==> src/rtl/pktq_pkg.sv <==
package pktq_pkg;

    typedef enum logic [3:0] {
        A_STATUS       = 4'd0,
        A_ENABLE       = 4'd1,
        A_TX_RESET     = 4'd2,
        A_TX_VACANCY   = 4'd3,
        A_TX_DATA      = 4'd4,
        A_TX_LENGTH    = 4'd5,
        A_RX_RESET     = 4'd6,
        A_RX_OCCUPANCY = 4'd7,
        A_RX_DATA      = 4'd8,
        A_RX_LENGTH    = 4'd9,
        A_STREAM_RESET = 4'd10
    } reg_addr_e;

    localparam int B_RX_RD_UNDER = 31;
    localparam int B_RX_RD_OVER  = 30;
    localparam int B_RX_DROP     = 29;
    localparam int B_TX_OVER     = 28;
    localparam int B_TX_DONE     = 27;
    localparam int B_RX_READY    = 26;
    localparam int B_TX_SIZE     = 25;
    localparam int B_TX_RST_DONE = 24;
    localparam int B_RX_RST_DONE = 23;

    localparam logic [31:0] STICKY_MASK = 32'hFB80_0000;
    localparam logic [31:0] RESET_KEY   = 32'h0000_00A5;

    localparam int LEN_W = 11;
    localparam int CNT_W = 9;

    typedef enum logic {EG_IDLE, EG_SEND} eg_state_e;
    typedef enum logic {RS_IDLE, RS_CLEAR} rs_state_e;

endpackage

==> src/rtl/pktq_ring.sv <==
module pktq_ring #(
    parameter int WIDTH = 32,
    parameter int DEPTH = 64,
    localparam int AW = $clog2(DEPTH),
    localparam int CW = AW + 1
) (
    input  logic             clk,
    input  logic             rst_n,
    input  logic             clr,
    input  logic             push,
    input  logic [WIDTH-1:0] wdata,
    input  logic             pop,
    input  logic             unwind,
    input  logic [CW-1:0]    unwind_n,
    output logic [WIDTH-1:0] rdata,
    output logic [CW-1:0]    count
);
    logic [WIDTH-1:0] mem [DEPTH];
    logic [AW-1:0]    wr_ptr;
    logic [AW-1:0]    rd_ptr;

    always_ff @(posedge clk) begin
        if (push) mem[wr_ptr] <= wdata;
    end

    always_ff @(posedge clk or negedge rst_n) begin
        if (!rst_n) begin
            wr_ptr <= '0;
            rd_ptr <= '0;
            count  <= '0;
        end else if (clr) begin
            wr_ptr <= '0;
            rd_ptr <= '0;
            count  <= '0;
        end else begin
            rd_ptr <= rd_ptr + AW'(pop);
            if (unwind) begin
                wr_ptr <= wr_ptr - unwind_n[AW-1:0];
                count  <= count - unwind_n - CW'(pop);
            end else begin
                wr_ptr <= wr_ptr + AW'(push);
                count  <= count + CW'(push) - CW'(pop);
            end
        end
    end

    assign rdata = mem[rd_ptr];

    a_r4_push_not_full: assert property (@(posedge clk) disable iff (!rst_n)
        (push && !clr) |-> (count != CW'(DEPTH)));
    a_r7_pop_not_empty: assert property (@(posedge clk) disable iff (!rst_n)
        (pop && !clr) |-> (count != '0));
    a_r3_unwind_bounded: assert property (@(posedge clk) disable iff (!rst_n)
        (unwind && !clr) |-> (unwind_n <= count));

endmodule

==> src/rtl/pktq_rst_seq.sv <==
module pktq_rst_seq
    import pktq_pkg::*;
(
    input  logic clk,
    input  logic rst_n,
    input  logic key_hit,
    output logic clr,
    output logic done
);
    rs_state_e state, state_nx;

    always_ff @(posedge clk or negedge rst_n) begin
        if (!rst_n) state <= RS_IDLE;
        else        state <= state_nx;
    end

    always_comb begin
        state_nx = state;
        clr      = 1'b0;
        done     = 1'b0;
        unique case (state)
            RS_IDLE: begin
                if (key_hit) state_nx = RS_CLEAR;
            end
            RS_CLEAR: begin
                clr      = 1'b1;
                done     = 1'b1;
                state_nx = RS_IDLE;
            end
        endcase
    end

endmodule

==> src/rtl/pktq_tx_egress.sv <==
module pktq_tx_egress
    import pktq_pkg::*;
(
    input  logic             clk,
    input  logic             rst_n,
    input  logic             flush,
    input  logic             len_avail,
    input  logic [LEN_W-1:0] len_head,
    input  logic [31:0]      data_head,
    input  logic             out_ready,
    output logic             len_pop,
    output logic             data_pop,
    output logic             out_valid,
    output logic [31:0]      out_data,
    output logic             out_sof,
    output logic             out_eof,
    output logic [2:0]       out_bytes,
    output logic             sent
);
    eg_state_e state, state_nx;

    logic [LEN_W-2:0] words_left;
    logic [2:0]       tail_bytes;
    logic             first;
    logic [LEN_W:0]   len_round;
    logic             last;

    assign len_round = {1'b0, len_head} + (LEN_W+1)'(3);
    assign last      = (words_left == (LEN_W-1)'(1));

    always_ff @(posedge clk or negedge rst_n) begin
        if (!rst_n) state <= EG_IDLE;
        else        state <= state_nx;
    end

    always_ff @(posedge clk or negedge rst_n) begin
        if (!rst_n) begin
            words_left <= '0;
            tail_bytes <= 3'd4;
            first      <= 1'b0;
        end else if (len_pop) begin
            words_left <= len_round[LEN_W:2];
            tail_bytes <= (len_head[1:0] == 2'd0) ? 3'd4 : {1'b0, len_head[1:0]};
            first      <= 1'b1;
        end else if (data_pop) begin
            words_left <= words_left - (LEN_W-1)'(1);
            first      <= 1'b0;
        end
    end

    always_comb begin
        state_nx  = state;
        len_pop   = 1'b0;
        data_pop  = 1'b0;
        out_valid = 1'b0;
        sent      = 1'b0;
        unique case (state)
            EG_IDLE: begin
                if (len_avail && !flush) begin
                    len_pop  = 1'b1;
                    state_nx = EG_SEND;
                end
            end
            EG_SEND: begin
                if (flush) begin
                    state_nx = EG_IDLE;
                end else begin
                    out_valid = 1'b1;
                    if (out_ready) begin
                        data_pop = 1'b1;
                        if (last) begin
                            sent     = 1'b1;
                            state_nx = EG_IDLE;
                        end
                    end
                end
            end
        endcase
    end

    assign out_data  = data_head;
    assign out_sof   = out_valid && first;
    assign out_eof   = out_valid && last;
    assign out_bytes = last ? tail_bytes : 3'd4;

    a_r13_hold: assert property (@(posedge clk) disable iff (!rst_n || flush)
        (out_valid && !out_ready) |=> (out_valid && $stable(out_data) && $stable(out_eof)));
    a_r2_sof_after_len: assert property (@(posedge clk) disable iff (!rst_n || flush)
        len_pop |=> out_sof);

endmodule

==> src/rtl/pktq_fifo.sv <==
module pktq_fifo
    import pktq_pkg::*;
#(
    parameter int TX_DEPTH  = 64,
    parameter int RX_DEPTH  = 64,
    parameter int LEN_DEPTH = 16
) (
    input  logic        clk,
    input  logic        rst_n,
    input  logic        reg_wr,
    input  logic        reg_rd,
    input  logic [3:0]  reg_addr,
    input  logic [31:0] reg_wdata,
    output logic [31:0] reg_rdata,
    output logic        irq,
    input  logic        rx_valid,
    input  logic [31:0] rx_data,
    input  logic        rx_last,
    input  logic [2:0]  rx_bytes,
    output logic        tx_valid,
    input  logic        tx_ready,
    output logic [31:0] tx_data,
    output logic        tx_sof,
    output logic        tx_eof,
    output logic [2:0]  tx_bytes
);
    localparam int TX_CW = $clog2(TX_DEPTH) + 1;
    localparam int RX_CW = $clog2(RX_DEPTH) + 1;
    localparam int LQ_CW = $clog2(LEN_DEPTH) + 1;
    localparam logic [TX_CW-1:0] TX_FULL_N = TX_CW'(TX_DEPTH);
    localparam logic [RX_CW-1:0] RX_FULL_N = RX_CW'(RX_DEPTH);
    localparam logic [LQ_CW-1:0] LQ_FULL_N = LQ_CW'(LEN_DEPTH);

    reg_addr_e addr;
    assign addr = reg_addr_e'(reg_addr);

    // reset sequencers
    logic tx_key, rx_key, st_key;
    logic tx_clr, rx_clr, tx_rst_done, rx_rst_done;

    assign tx_key = reg_wr && (addr == A_TX_RESET)     && (reg_wdata == RESET_KEY);
    assign rx_key = reg_wr && (addr == A_RX_RESET)     && (reg_wdata == RESET_KEY);
    assign st_key = reg_wr && (addr == A_STREAM_RESET) && (reg_wdata == RESET_KEY);

    pktq_rst_seq u_tx_rst (
        .clk(clk), .rst_n(rst_n), .key_hit(tx_key || st_key),
        .clr(tx_clr), .done(tx_rst_done));
    pktq_rst_seq u_rx_rst (
        .clk(clk), .rst_n(rst_n), .key_hit(rx_key || st_key),
        .clr(rx_clr), .done(rx_rst_done));

    // transmit path
    logic [31:0]      txd_head;
    logic [TX_CW-1:0] txd_count;
    logic [LEN_W-1:0] txl_head;
    logic [LQ_CW-1:0] txl_count;
    logic [TX_CW-1:0] tx_pend;
    logic             txd_full, txl_full;
    logic             tx_wr, tx_push, tx_over;
    logic             len_wr, len_ok, tx_commit, tx_size_err;
    logic [LEN_W:0]   len_round;
    logic             eg_len_pop, eg_data_pop, eg_sent;

    assign txd_full  = (txd_count == TX_FULL_N);
    assign txl_full  = (txl_count == LQ_FULL_N);
    assign tx_wr     = reg_wr && (addr == A_TX_DATA) && !tx_clr;
    assign tx_push   = tx_wr && !txd_full;
    assign tx_over   = tx_wr && txd_full;
    assign len_wr    = reg_wr && (addr == A_TX_LENGTH) && !tx_clr;
    assign len_round = {1'b0, reg_wdata[LEN_W-1:0]} + (LEN_W+1)'(3);
    assign len_ok    = (reg_wdata[LEN_W-1:0] != '0)
                    && (len_round[LEN_W:2] == (LEN_W-1)'(tx_pend))
                    && !txl_full;
    assign tx_commit   = len_wr && len_ok;
    assign tx_size_err = len_wr && !len_ok;

    always_ff @(posedge clk or negedge rst_n) begin
        if (!rst_n)                               tx_pend <= '0;
        else if (tx_clr || tx_commit || tx_size_err) tx_pend <= '0;
        else if (tx_push)                         tx_pend <= tx_pend + TX_CW'(1);
    end

    pktq_ring #(.WIDTH(32), .DEPTH(TX_DEPTH)) u_tx_data (
        .clk(clk), .rst_n(rst_n), .clr(tx_clr),
        .push(tx_push), .wdata(reg_wdata), .pop(eg_data_pop),
        .unwind(tx_size_err && (tx_pend != '0)), .unwind_n(tx_pend),
        .rdata(txd_head), .count(txd_count));

    pktq_ring #(.WIDTH(LEN_W), .DEPTH(LEN_DEPTH)) u_tx_len (
        .clk(clk), .rst_n(rst_n), .clr(tx_clr),
        .push(tx_commit), .wdata(reg_wdata[LEN_W-1:0]), .pop(eg_len_pop),
        .unwind(1'b0), .unwind_n('0),
        .rdata(txl_head), .count(txl_count));

    pktq_tx_egress u_egress (
        .clk(clk), .rst_n(rst_n), .flush(tx_clr),
        .len_avail(txl_count != '0), .len_head(txl_head),
        .data_head(txd_head), .out_ready(tx_ready),
        .len_pop(eg_len_pop), .data_pop(eg_data_pop),
        .out_valid(tx_valid), .out_data(tx_data), .out_sof(tx_sof),
        .out_eof(tx_eof), .out_bytes(tx_bytes), .sent(eg_sent));

    // receive path
    logic [31:0]      rxd_head;
    logic [RX_CW-1:0] rxd_count;
    logic [LEN_W-1:0] rxl_head;
    logic [LQ_CW-1:0] rxl_count;
    logic [LEN_W-1:0] rx_acc, rx_len_now;
    logic             rxd_full, rxl_full, rxd_empty, rxl_empty;
    logic             rx_in, rx_push, rx_drop, rxl_push;
    logic             rd_data, rd_len, rxd_pop, rxl_pop;

    assign rxd_full   = (rxd_count == RX_FULL_N);
    assign rxl_full   = (rxl_count == LQ_FULL_N);
    assign rxd_empty  = (rxd_count == '0);
    assign rxl_empty  = (rxl_count == '0);
    assign rx_in      = rx_valid && !rx_clr;
    assign rx_push    = rx_in && !rxd_full;
    assign rxl_push   = rx_in && rx_last && !rxl_full;
    assign rx_drop    = (rx_in && rxd_full) || (rx_in && rx_last && rxl_full);
    assign rx_len_now = rx_acc + (rx_last ? LEN_W'(rx_bytes) : LEN_W'(4));
    assign rd_data    = reg_rd && (addr == A_RX_DATA)   && !rx_clr;
    assign rd_len     = reg_rd && (addr == A_RX_LENGTH) && !rx_clr;
    assign rxd_pop    = rd_data && !rxd_empty;
    assign rxl_pop    = rd_len && !rxl_empty;

    always_ff @(posedge clk or negedge rst_n) begin
        if (!rst_n)       rx_acc <= '0;
        else if (rx_clr)  rx_acc <= '0;
        else if (rx_in)   rx_acc <= rx_last ? '0 : rx_len_now;
    end

    pktq_ring #(.WIDTH(32), .DEPTH(RX_DEPTH)) u_rx_data (
        .clk(clk), .rst_n(rst_n), .clr(rx_clr),
        .push(rx_push), .wdata(rx_data), .pop(rxd_pop),
        .unwind(1'b0), .unwind_n('0),
        .rdata(rxd_head), .count(rxd_count));

    pktq_ring #(.WIDTH(LEN_W), .DEPTH(LEN_DEPTH)) u_rx_len (
        .clk(clk), .rst_n(rst_n), .clr(rx_clr),
        .push(rxl_push), .wdata(rx_len_now), .pop(rxl_pop),
        .unwind(1'b0), .unwind_n('0),
        .rdata(rxl_head), .count(rxl_count));

    // status, enable, interrupt
    logic [31:0] status_q, set_bits, clr_bits, status_view, enable_q;

    always_comb begin
        set_bits                = '0;
        set_bits[B_RX_RD_UNDER] = rd_data && rxd_empty;
        set_bits[B_RX_RD_OVER]  = rd_len && rxl_empty;
        set_bits[B_RX_DROP]     = rx_drop;
        set_bits[B_TX_OVER]     = tx_over;
        set_bits[B_TX_DONE]     = eg_sent;
        set_bits[B_TX_SIZE]     = tx_size_err;
        set_bits[B_TX_RST_DONE] = tx_rst_done;
        set_bits[B_RX_RST_DONE] = rx_rst_done;
    end

    assign clr_bits = (reg_wr && (addr == A_STATUS)) ? reg_wdata : '0;

    always_ff @(posedge clk or negedge rst_n) begin
        if (!rst_n) begin
            status_q <= '0;
            enable_q <= '0;
        end else begin
            status_q <= ((status_q & ~clr_bits) | set_bits) & STICKY_MASK;
            if (reg_wr && (addr == A_ENABLE)) enable_q <= reg_wdata;
        end
    end

    always_comb begin
        status_view             = status_q;
        status_view[B_RX_READY] = !rxl_empty;
    end

    assign irq = |(status_view & enable_q);

    always_comb begin
        case (addr)
            A_STATUS:       reg_rdata = status_view;
            A_ENABLE:       reg_rdata = enable_q;
            A_TX_VACANCY:   reg_rdata = 32'(CNT_W'(TX_FULL_N - txd_count));
            A_RX_OCCUPANCY: reg_rdata = 32'(CNT_W'(rxd_count));
            A_RX_DATA:      reg_rdata = rxd_empty ? '0 : rxd_head;
            A_RX_LENGTH:    reg_rdata = rxl_empty ? '0 : 32'(rxl_head);
            default:        reg_rdata = '0;
        endcase
    end

    a_r5_done_flag: assert property (@(posedge clk) disable iff (!rst_n)
        eg_sent |=> status_q[B_TX_DONE]);
    a_r8_drop_flag: assert property (@(posedge clk) disable iff (!rst_n)
        (rx_valid && rxd_full && !rx_clr) |=> status_q[B_RX_DROP]);
    a_r10_tx_rst_done: assert property (@(posedge clk) disable iff (!rst_n)
        tx_clr |=> status_q[B_TX_RST_DONE]);
    a_r10_rx_rst_done: assert property (@(posedge clk) disable iff (!rst_n)
        rx_clr |=> status_q[B_RX_RST_DONE]);

endmodule

==> config.mk <==
export PLATFORM = sky130hd
export DESIGN_NAME = pktq_fifo
export DESIGN_NICKNAME = d
export VERILOG_FILES = /design/src/rtl/pktq_pkg.sv /design/src/rtl/pktq_ring.sv /design/src/rtl/pktq_rst_seq.sv /design/src/rtl/pktq_tx_egress.sv /design/src/rtl/pktq_fifo.sv
export SDC_FILE = /design/constraint.sdc
export NUM_CORES = 2
export LEC_CHECK = 0
export BUFFER_PORTS_ARGS = -buffer_cell sky130_fd_sc_hd__buf_2
export CAP_MARGIN = 20
export CORE_MARGIN = 2
export CORE_UTILIZATION = 59
export CTS_BUF_LIST = sky130_fd_sc_hd__clkbuf_4 sky130_fd_sc_hd__clkbuf_8
export CTS_CLUSTER_DIAMETER = 200
export DETAILED_ROUTE_END_ITERATION = 7
export PLACE_DENSITY_LB_ADDON = 0.05
export SLEW_MARGIN = 20
export SYNTH_ARGS = -nofsm -noshare
export SYNTH_HDL_FRONTEND = slang
export SYNTH_MEMORY_MAX_BITS = 65536
export SYNTH_SLANG_ARGS = --single-unit
==> constraint.sdc <==
create_clock -name clk -period 3.65 [get_ports clk]
set_clock_uncertainty 0.15 [all_clocks]
set_input_delay 0.365 -clock clk [delete_from_list [all_inputs] [get_ports clk]]
set_output_delay 0.365 -clock clk [all_outputs]
set_load 0.02 [all_outputs]
# Word level (Yosys, flattened, before mapping)
# Memory sizes are Yosys's and may differ from the RTL's.
# Cells that the tools add are included.
[totals] output_inout_bits=71 in_bits=78 register_bits=139 n_memories=4 ramBits=4448 elab_cells=195
[memory_table] name="u_rx_data.mem" words=64 width=32 rd=1 rd_ports_with_merged_regs=0 write_ports=1 line="pktq_ring.sv:18" source="logic [WIDTH-1:0] mem [DEPTH];"
[memory_table] name="u_tx_data.mem" words=64 width=32 rd=1 rd_ports_with_merged_regs=0 write_ports=1 line="pktq_ring.sv:18"
[memory_table] name="u_rx_len.mem" words=16 width=11 rd=1 rd_ports_with_merged_regs=0 write_ports=1 line="pktq_ring.sv:18"
[memory_table] name="u_tx_len.mem" words=16 width=11 rd=1 rd_ports_with_merged_regs=0 write_ports=1 line="pktq_ring.sv:18"
[op_classes] reduce_logical=61 n_eq_ne=17 n_addsub=25 muxes=59 n_bitwise=7
[ops] cell="one-hot mux 32 bit (6 select lines)" count=1
[ops] cell="bitwise AND 32 bit" count=2
[ops] cell="2-to-1 mux 32 bit" count=2
[ops] cell="2-to-1 mux 11 bit" count=4
[ops] cell="logical AND 1 bit" count=36
[ops] cell="2-to-1 mux 7 bit" count=5
[ops] cell="== test 32 x 8 -> 1 bit (second input constant)" count=1
[ops] cell="inverter 32 bit" count=1
[ops] cell="bitwise OR 32 bit" count=1
[ops] cell="OR reduction 32 bit" count=1
[ops] cell="2-to-1 mux 6 bit" count=5
[ops] cell="2-to-1 mux 1 bit" count=28
[ops] cell="adder 11 x 2 -> 12 bit (second input constant)" count=2
[ops] cell="adder 6 x 1 -> 6 bit" count=4
[ops] cell="subtractor 7 x 1 -> 7 bit" count=3
[ops] cell="2-to-1 mux 10 bit" count=2
[ops] cell="adder 4 x 1 -> 4 bit" count=4
[ops] cell="== test 4 x 3 -> 1 bit (second input constant)" count=4
[ops] cell="2-to-1 mux 4 bit" count=4
[ops] cell="adder 7 x 1 -> 7 bit" count=2
[ops] cell="== test 7 bit (second input constant)" count=2
[ops] cell="== test 4 bit (second input constant)" count=3
[ops] cell="adder 11 x 3 -> 11 bit" count=1
[ops] cell="nonzero test 11 bit" count=1
[ops] cell="other kinds (25)" count=50

# Longest topological paths before layout
[logic_depth] ltp_word=9 depth_mapped=18 mapped_depth_nobuf=18

# Hierarchy
# From an unflattened synthesis, not the netlist that was laid out.
[unflattened] hier_cells=8186 hier_area_um2=179855.0
[modules_own_cells] module="pktq_ring at u_rx_data" instances=1 area_per_inst_um2=79675.2 seq_area_each_um2=61974.4 cells_each=3438
[modules_own_cells] module="pktq_ring at u_tx_data" instances=1 area_per_inst_um2=79596.3 seq_area_each_um2=61974.4 cells_each=3399
[modules_own_cells] module="pktq_ring at u_rx_len ..." instances=2 area_per_inst_um2=7697.4 seq_area_each_um2=5610.4 cells_each=395
[modules_own_cells] module="pktq_fifo" instances=1 area_per_inst_um2=3878.7 seq_area_each_um2=1451.4 cells_each=415
[modules_own_cells] module="pktq_tx_egress" instances=1 area_per_inst_um2=1217.4 seq_area_each_um2=376.6 cells_each=138
[modules_own_cells] module="pktq_rst_seq" instances=2 area_per_inst_um2=46.3 seq_area_each_um2=25.0 cells_each=3

# Worst setup path after synthesis
# Ideal clock, no wire load.
[synth_timing] path_kind="input to register" start="in reg_wdata[3]" end="reg u_tx_data.wr_ptr[5]" required_time_ns=3.368 setup_time_ns=0.132 n_path_buf=1 path_stages=18 setup_slack_ns=-0.223 t_arrival_ns=3.591 cell_sequence="clkbuf_1 o2111a_1 a21boi_0 o21a_1 or3_1 a31oi_1 o31a_1 a21o_1 inv_1 ha_1 nor2b_1 o21ai_0 nand2b_1 a21o_1 a21oi_1 xnor2_1 xnor2_1 nor2_1"
[synth_via] elab_chain_cells=9 word_cells_on_any_way=10 cone_classes="1 x add/sub; 1 x eq/ne; 2 x mux; 6 x reduce/logical"
[synth_rtl] element="start, declared" line="pktq_fifo.sv:13" source="input logic [31:0] reg_wdata,"
[synth_rtl] element="adder 11 x 2 -> 12 bit" line="pktq_fifo.sv:70" source="assign len_round = {1'b0, reg_wdata[LEN_W-1:0]} + (LEN_W+1)'(3);"
[synth_rtl] element="== test 10 x 7 -> 1 bit" line="pktq_fifo.sv:72" source="&& (len_round[LEN_W:2] == (LEN_W-1)'(tx_pend))"
[synth_rtl] element="logical AND 1 bit (*)" line="pktq_fifo.sv:72"
[synth_rtl] element="logical AND 1 bit (*)" line="pktq_fifo.sv:73" source="&& !txl_full;"
[synth_rtl] element="zero test 1 bit (*)" line="pktq_fifo.sv:75" source="assign tx_size_err = len_wr && !len_ok;"
[synth_rtl] element="logical AND 1 bit (*)" line="pktq_fifo.sv:75"
[synth_rtl] element="logical AND 1 bit (*)" line="pktq_fifo.sv:86" source=".unwind(tx_size_err && (tx_pend != '0)), .unwind_n(tx_pend),"
[synth_rtl] element="2-to-1 mux 6 bit (*)" line="pktq_ring.sv:37" source="if (unwind) begin"
[synth_rtl] element="2-to-1 mux 6 bit (*)" line="pktq_ring.sv:31" source="end else if (clr) begin"
[synth_rtl] element="end signal, assigned" line="pktq_ring.sv:38" source="wr_ptr <= wr_ptr - unwind_n[AW-1:0];"
[synth_rtl] element="end signal, assigned" line="pktq_ring.sv:41" source="wr_ptr <= wr_ptr + AW'(push);"
[synth_rtl] element="end, declared" line="pktq_ring.sv:19" source="logic [AW-1:0] wr_ptr;"
# Mark *: on every way between the ends. The rest lies on a longest branch, timed or not.
# A chain may end at the register's enable or synchronous reset.

# Worst setup path after layout
[layout_timing] start="reg u_rx_data.rd_ptr[0]" end="out reg_rdata[25]"
[layout_via] elab_chain_cells=3
[layout_rtl] element="start, declared" line="pktq_ring.sv:20" source="logic [AW-1:0] rd_ptr;"
[layout_rtl] element="start signal, assigned" line="pktq_ring.sv:36" source="rd_ptr <= rd_ptr + AW'(pop);"
[layout_rtl] element="memory read (64 x 32 bit)"
[layout_rtl] element="2-to-1 mux 32 bit" line="pktq_fifo.sv:185" source="A_RX_DATA: reg_rdata = rxd_empty ? '0 : rxd_head;"
[layout_rtl] element="one-hot mux 32 bit (6 select lines)" line="pktq_fifo.sv:180" source="case (addr)"
[layout_rtl] element="end, declared" line="pktq_fifo.sv:14" source="output logic [31:0] reg_rdata,"
# No other way between the ends.

==> metrics.md <==
| Metric | Value |
|---|---|
| First-pass GRT wire length | `655000 um` |
| Die Ht | `553 um` |
| GR Util met1 | `40.7%` |
| Seq pwr share | `40.7%` |
| Initial Util | `59.3%` |
| Sequential area share after synthesis | `77.1%` |
| Root Buffer | `clkbuf_8` |
| GRT Total Usage | `30.3%` |
| CP Max Fanout | `6` |
| Gr busiest metal | `met2` |
| Routed len/inst | `33.8 um` |
| Reg2reg start | `tx_pend[4]` |
| Commonest non-fill, non-tap cell in the layout | `edfxtp_1` |
| Comb power frac | `30.7%` |
| Leak Pwr | `68.1 nW` |
| RSZ-0062 raised after global routing | `true` |
| CTS Buffer Depth | `4` |
| Core area | `0.300 mm^2` |
| Cts bufs inserted | `718` |
| Status | `finished, violations left` |
| Fin nets | `9346` |
| Max cap viols | `0` |
| Clock Power Share | `28.6%` |
| Sw frac | `29.6%` |
| Crit end category | `output port` |
| Fin. max-slew vios | `0` |
| GR Util met3 | `4.28%` |
| CP Data Required Time | `3130 ps` |
| GRT Residual Overflow | `0` |
| Num ports | `149` |
| Relative slew slack | `25.9%` |
| Cell Rows | `201` |
| CTS H-tree depth | `6` |
| Hold/Removal Path Class | `in -> reg` |
| Fraction of layout cells with a size suffix above 1 | `37.1%` |
| Final GP Congestion | `0.878` |
| Number of global-route vias before repair | `90.8k` |
| Initial antenna violation count | `28` |
| Fin. Hold Viols | `0` |
| Mean Syn Cell Area | `22.7 um^2` |
| Top_reg_cell synth | `edfxtp_1` |
| CP Data Arrival Time | `4490 ps` |
| Violated checks | `setup timing` |
| Max Clk Rate | `0.200 GHz` |
| Number of buffers inserted by port buffering | `148` |
| Critical Path Source | `u_rx_data.rd_ptr[0]` |
| TritonCTS Sinks | `4587` |
| Antenna Nets Post-Route | `0` |
| Vias after detailed routing | `88.9k` |
| Clock transition at the registers of the reported paths | `70 ps` |
| DR DRC count | `0` |
| Post-Syn Area | `0.178 mm^2` |
| Dpl cells | `12.2k` |
| Layout area overhead | `17.5%` |
| PD cells | `709 mW/mm^2` |
| HP Start | `reg_wdata[4]` |
| Final setup viols | `64` |
| Sw Pwr | `0.0438 W` |
| Fin crit period | `5010 ps` |
| Async SR Flop Fraction | `3.03%` |
| Synth Instances | `7818` |
| Die width | `553 um` |
| EDFF count, synth | `4448` |
| Critical Path Start Type | `register` |
| Synthesis Warnings | `0` |
| Largest net degree at the start of global routing | `82` |
| Post-Synthesis Net Count | `7972` |
| Synth unique cells | `72` |
| P_int | `0.104 W` |
| Clock Latency Late Sink | `1220 ps` |
| Die area | `0.306 mm^2` |
| Via density per instance | `6.48` |
| Peak VDD IR | `0.496 mV` |
| Setup TNS | `-71030 ps` |
| Yosys reg bits | `4587` |
| Worst Hold Slack | `116 ps` |
| Final Non-Filler Cells | `13.7k` |
| Worst setup margin | `-1360 ps` |
| Most frequent cells in the layout | `edfxtp_1, mux4_2, clkbuf_8` |
| First-pass detailed-route iteration total | `7` |
| Period utilization | `137%` |
| Initial DRC Count | `10.9k` |
| Worst slew pin tran | `1110 ps` |
| DP HPWL | `273000 um` |
| Crit Path Category | `reg -> out` |
| CTS tree | `yes` |
| Routed Wire Length | `464000 um` |
| Met2 Use GR | `50.7%` |
## cell type report
cell class              count  area (um^2)
inverters                  67          259
flip-flops and latches   4587       137000
diodes                     13         32.5
fillers                 18300        90800
clock inverters           283         1900
clock buffers             993        12100
repair buffers           1071        12400
well taps                3958         4950
multi-input cells        2747        40200
## path summary, 6_finish.rpt
| path | slack [ps] | cells past startpoint | endpoint |
|---|---|---|---|
| setup / recovery | -1360 | 9 | reg_rdata[25] |
| hold / removal | 120 | 3 | u_tx_len.mem[14][4] |
| setup reg to reg | 110 | 16 | u_tx_data.wr_ptr[5] |
| hold reg to reg | 330 | 2 | u_egress.tail_bytes[2] |
| max in group asynchronous | 2560 | 4 | u_tx_data.rd_ptr[0] |
| min in group asynchronous | 260 | 4 | enable_q[21] |
## Yosys cell counts (19+ instances only)
cell type / count / area (um^2)
buf_4: 26 / 195
buf_1: 101 / 379
clkbuf_1: 225 / 845
o22ai_1: 51 / 319
inv_1: 62 / 233
xnor2_1: 47 / 412
o221ai_1: 106 / 928
o21ai_0: 32 / 160
nand2_1: 110 / 413
a221oi_1: 21 / 184
nor2_1: 278 / 1040
a22oi_1: 19 / 143
ha_1: 68 / 851
buf_2: 59 / 295
nor3_1: 46 / 230
nor2b_1: 33 / 206
mux4_2: 1251 / 28200
edfxtp_1: 4448 / 134000
dfrtp_1: 138 / 3450
mux2i_1: 256 / 2560
a21oi_1: 107 / 536
mux2_2: 32 / 360
xor2_1: 35 / 307
nand3_1: 41 / 205
## kinds of logic after synthesis
logic type,after synthesis,synth area share (%)
mux,1539,17.5
xor+xnor,82,0.404
simple gates,617,1.60
buf+inv,484,1.14
flops,4587,77.1
compound gates,433,1.73
fa+ha+maj,76,0.569
## sequential cells by signal, summed over array words and instances, names as in the netlist, 5 cells and up
name and cells:
u_egress.words_left 10, u_rx_len.mem 176, u_tx_data.rd_ptr 6, u_tx_data.mem 2048, tx_pend 7, u_tx_data.wr_ptr 6, u_rx_data.mem 2048, u_rx_data.wr_ptr 6
rx_acc 11, u_tx_len.count 5, u_tx_len.mem 176, u_rx_data.count 7, status_q 8, u_rx_len.count 5, u_tx_data.count 7, enable_q 32
u_rx_data.rd_ptr 6
## metal layers
metal / wire [um] / part of all wire [%] / vias to the layer above
met5: 25 / 0.0054 / -
met4: 20100 / 4.3 / 4
met3: 32900 / 7.1 / 807
met2: 237000 / 51 / 4236
met1: 174000 / 37 / 47600
li1: - / - / 36200
## metrics by stage
step                instance area [um^2]  setup slack (ps)  total power [W]  util [%]
floorplan                         178000              -146           0.0861         -
detailed placement                191000              -335            0.102      63.6
finish                            209000             -1360            0.148      69.7
global placement                  191000              -495            0.102      63.6
global route                      209000             -1420            0.153      69.7
CTS                               208000             -1390            0.148      69.3
## power groups by stage
stage | combinational (W) | clock, W | sequential [W]
finish | 0.0455 | 0.0424 | 0.0603
global route | 0.0473 | 0.0453 | 0.0604
CTS | 0.0447 | 0.0430 | 0.0603
detailed placement | 0.0410 | 0 | 0.0614
global placement | 0.0406 | 0 | 0.0613
floorplan | 0.0254 | 0 | 0.0607
## repair_timing
| item | CTS | global route |
|---|---|---|
| buffers inserted | 45 | 38 |
| cloned | 35 | 19 |
| hold buffers | 97 | 2 |
| endpoints found under the setup margin | 70 | 72 |
| resized for setup | 196 | 145 |
| endpoints found under the hold margin | 4429 | 31 |
| pin swaps | 2 | 25 |
## worst max-delay path: stages, from the launching register on
cell	delay, ps
dfrtp_4	500
buf_12	190
buf_12	150
mux4_2	500
mux4_2	570
mux4_2	580
a222oi_1	400
buf_4	220
inv_2	50
buf_6	120
Power figures use the tool's default switching activity.
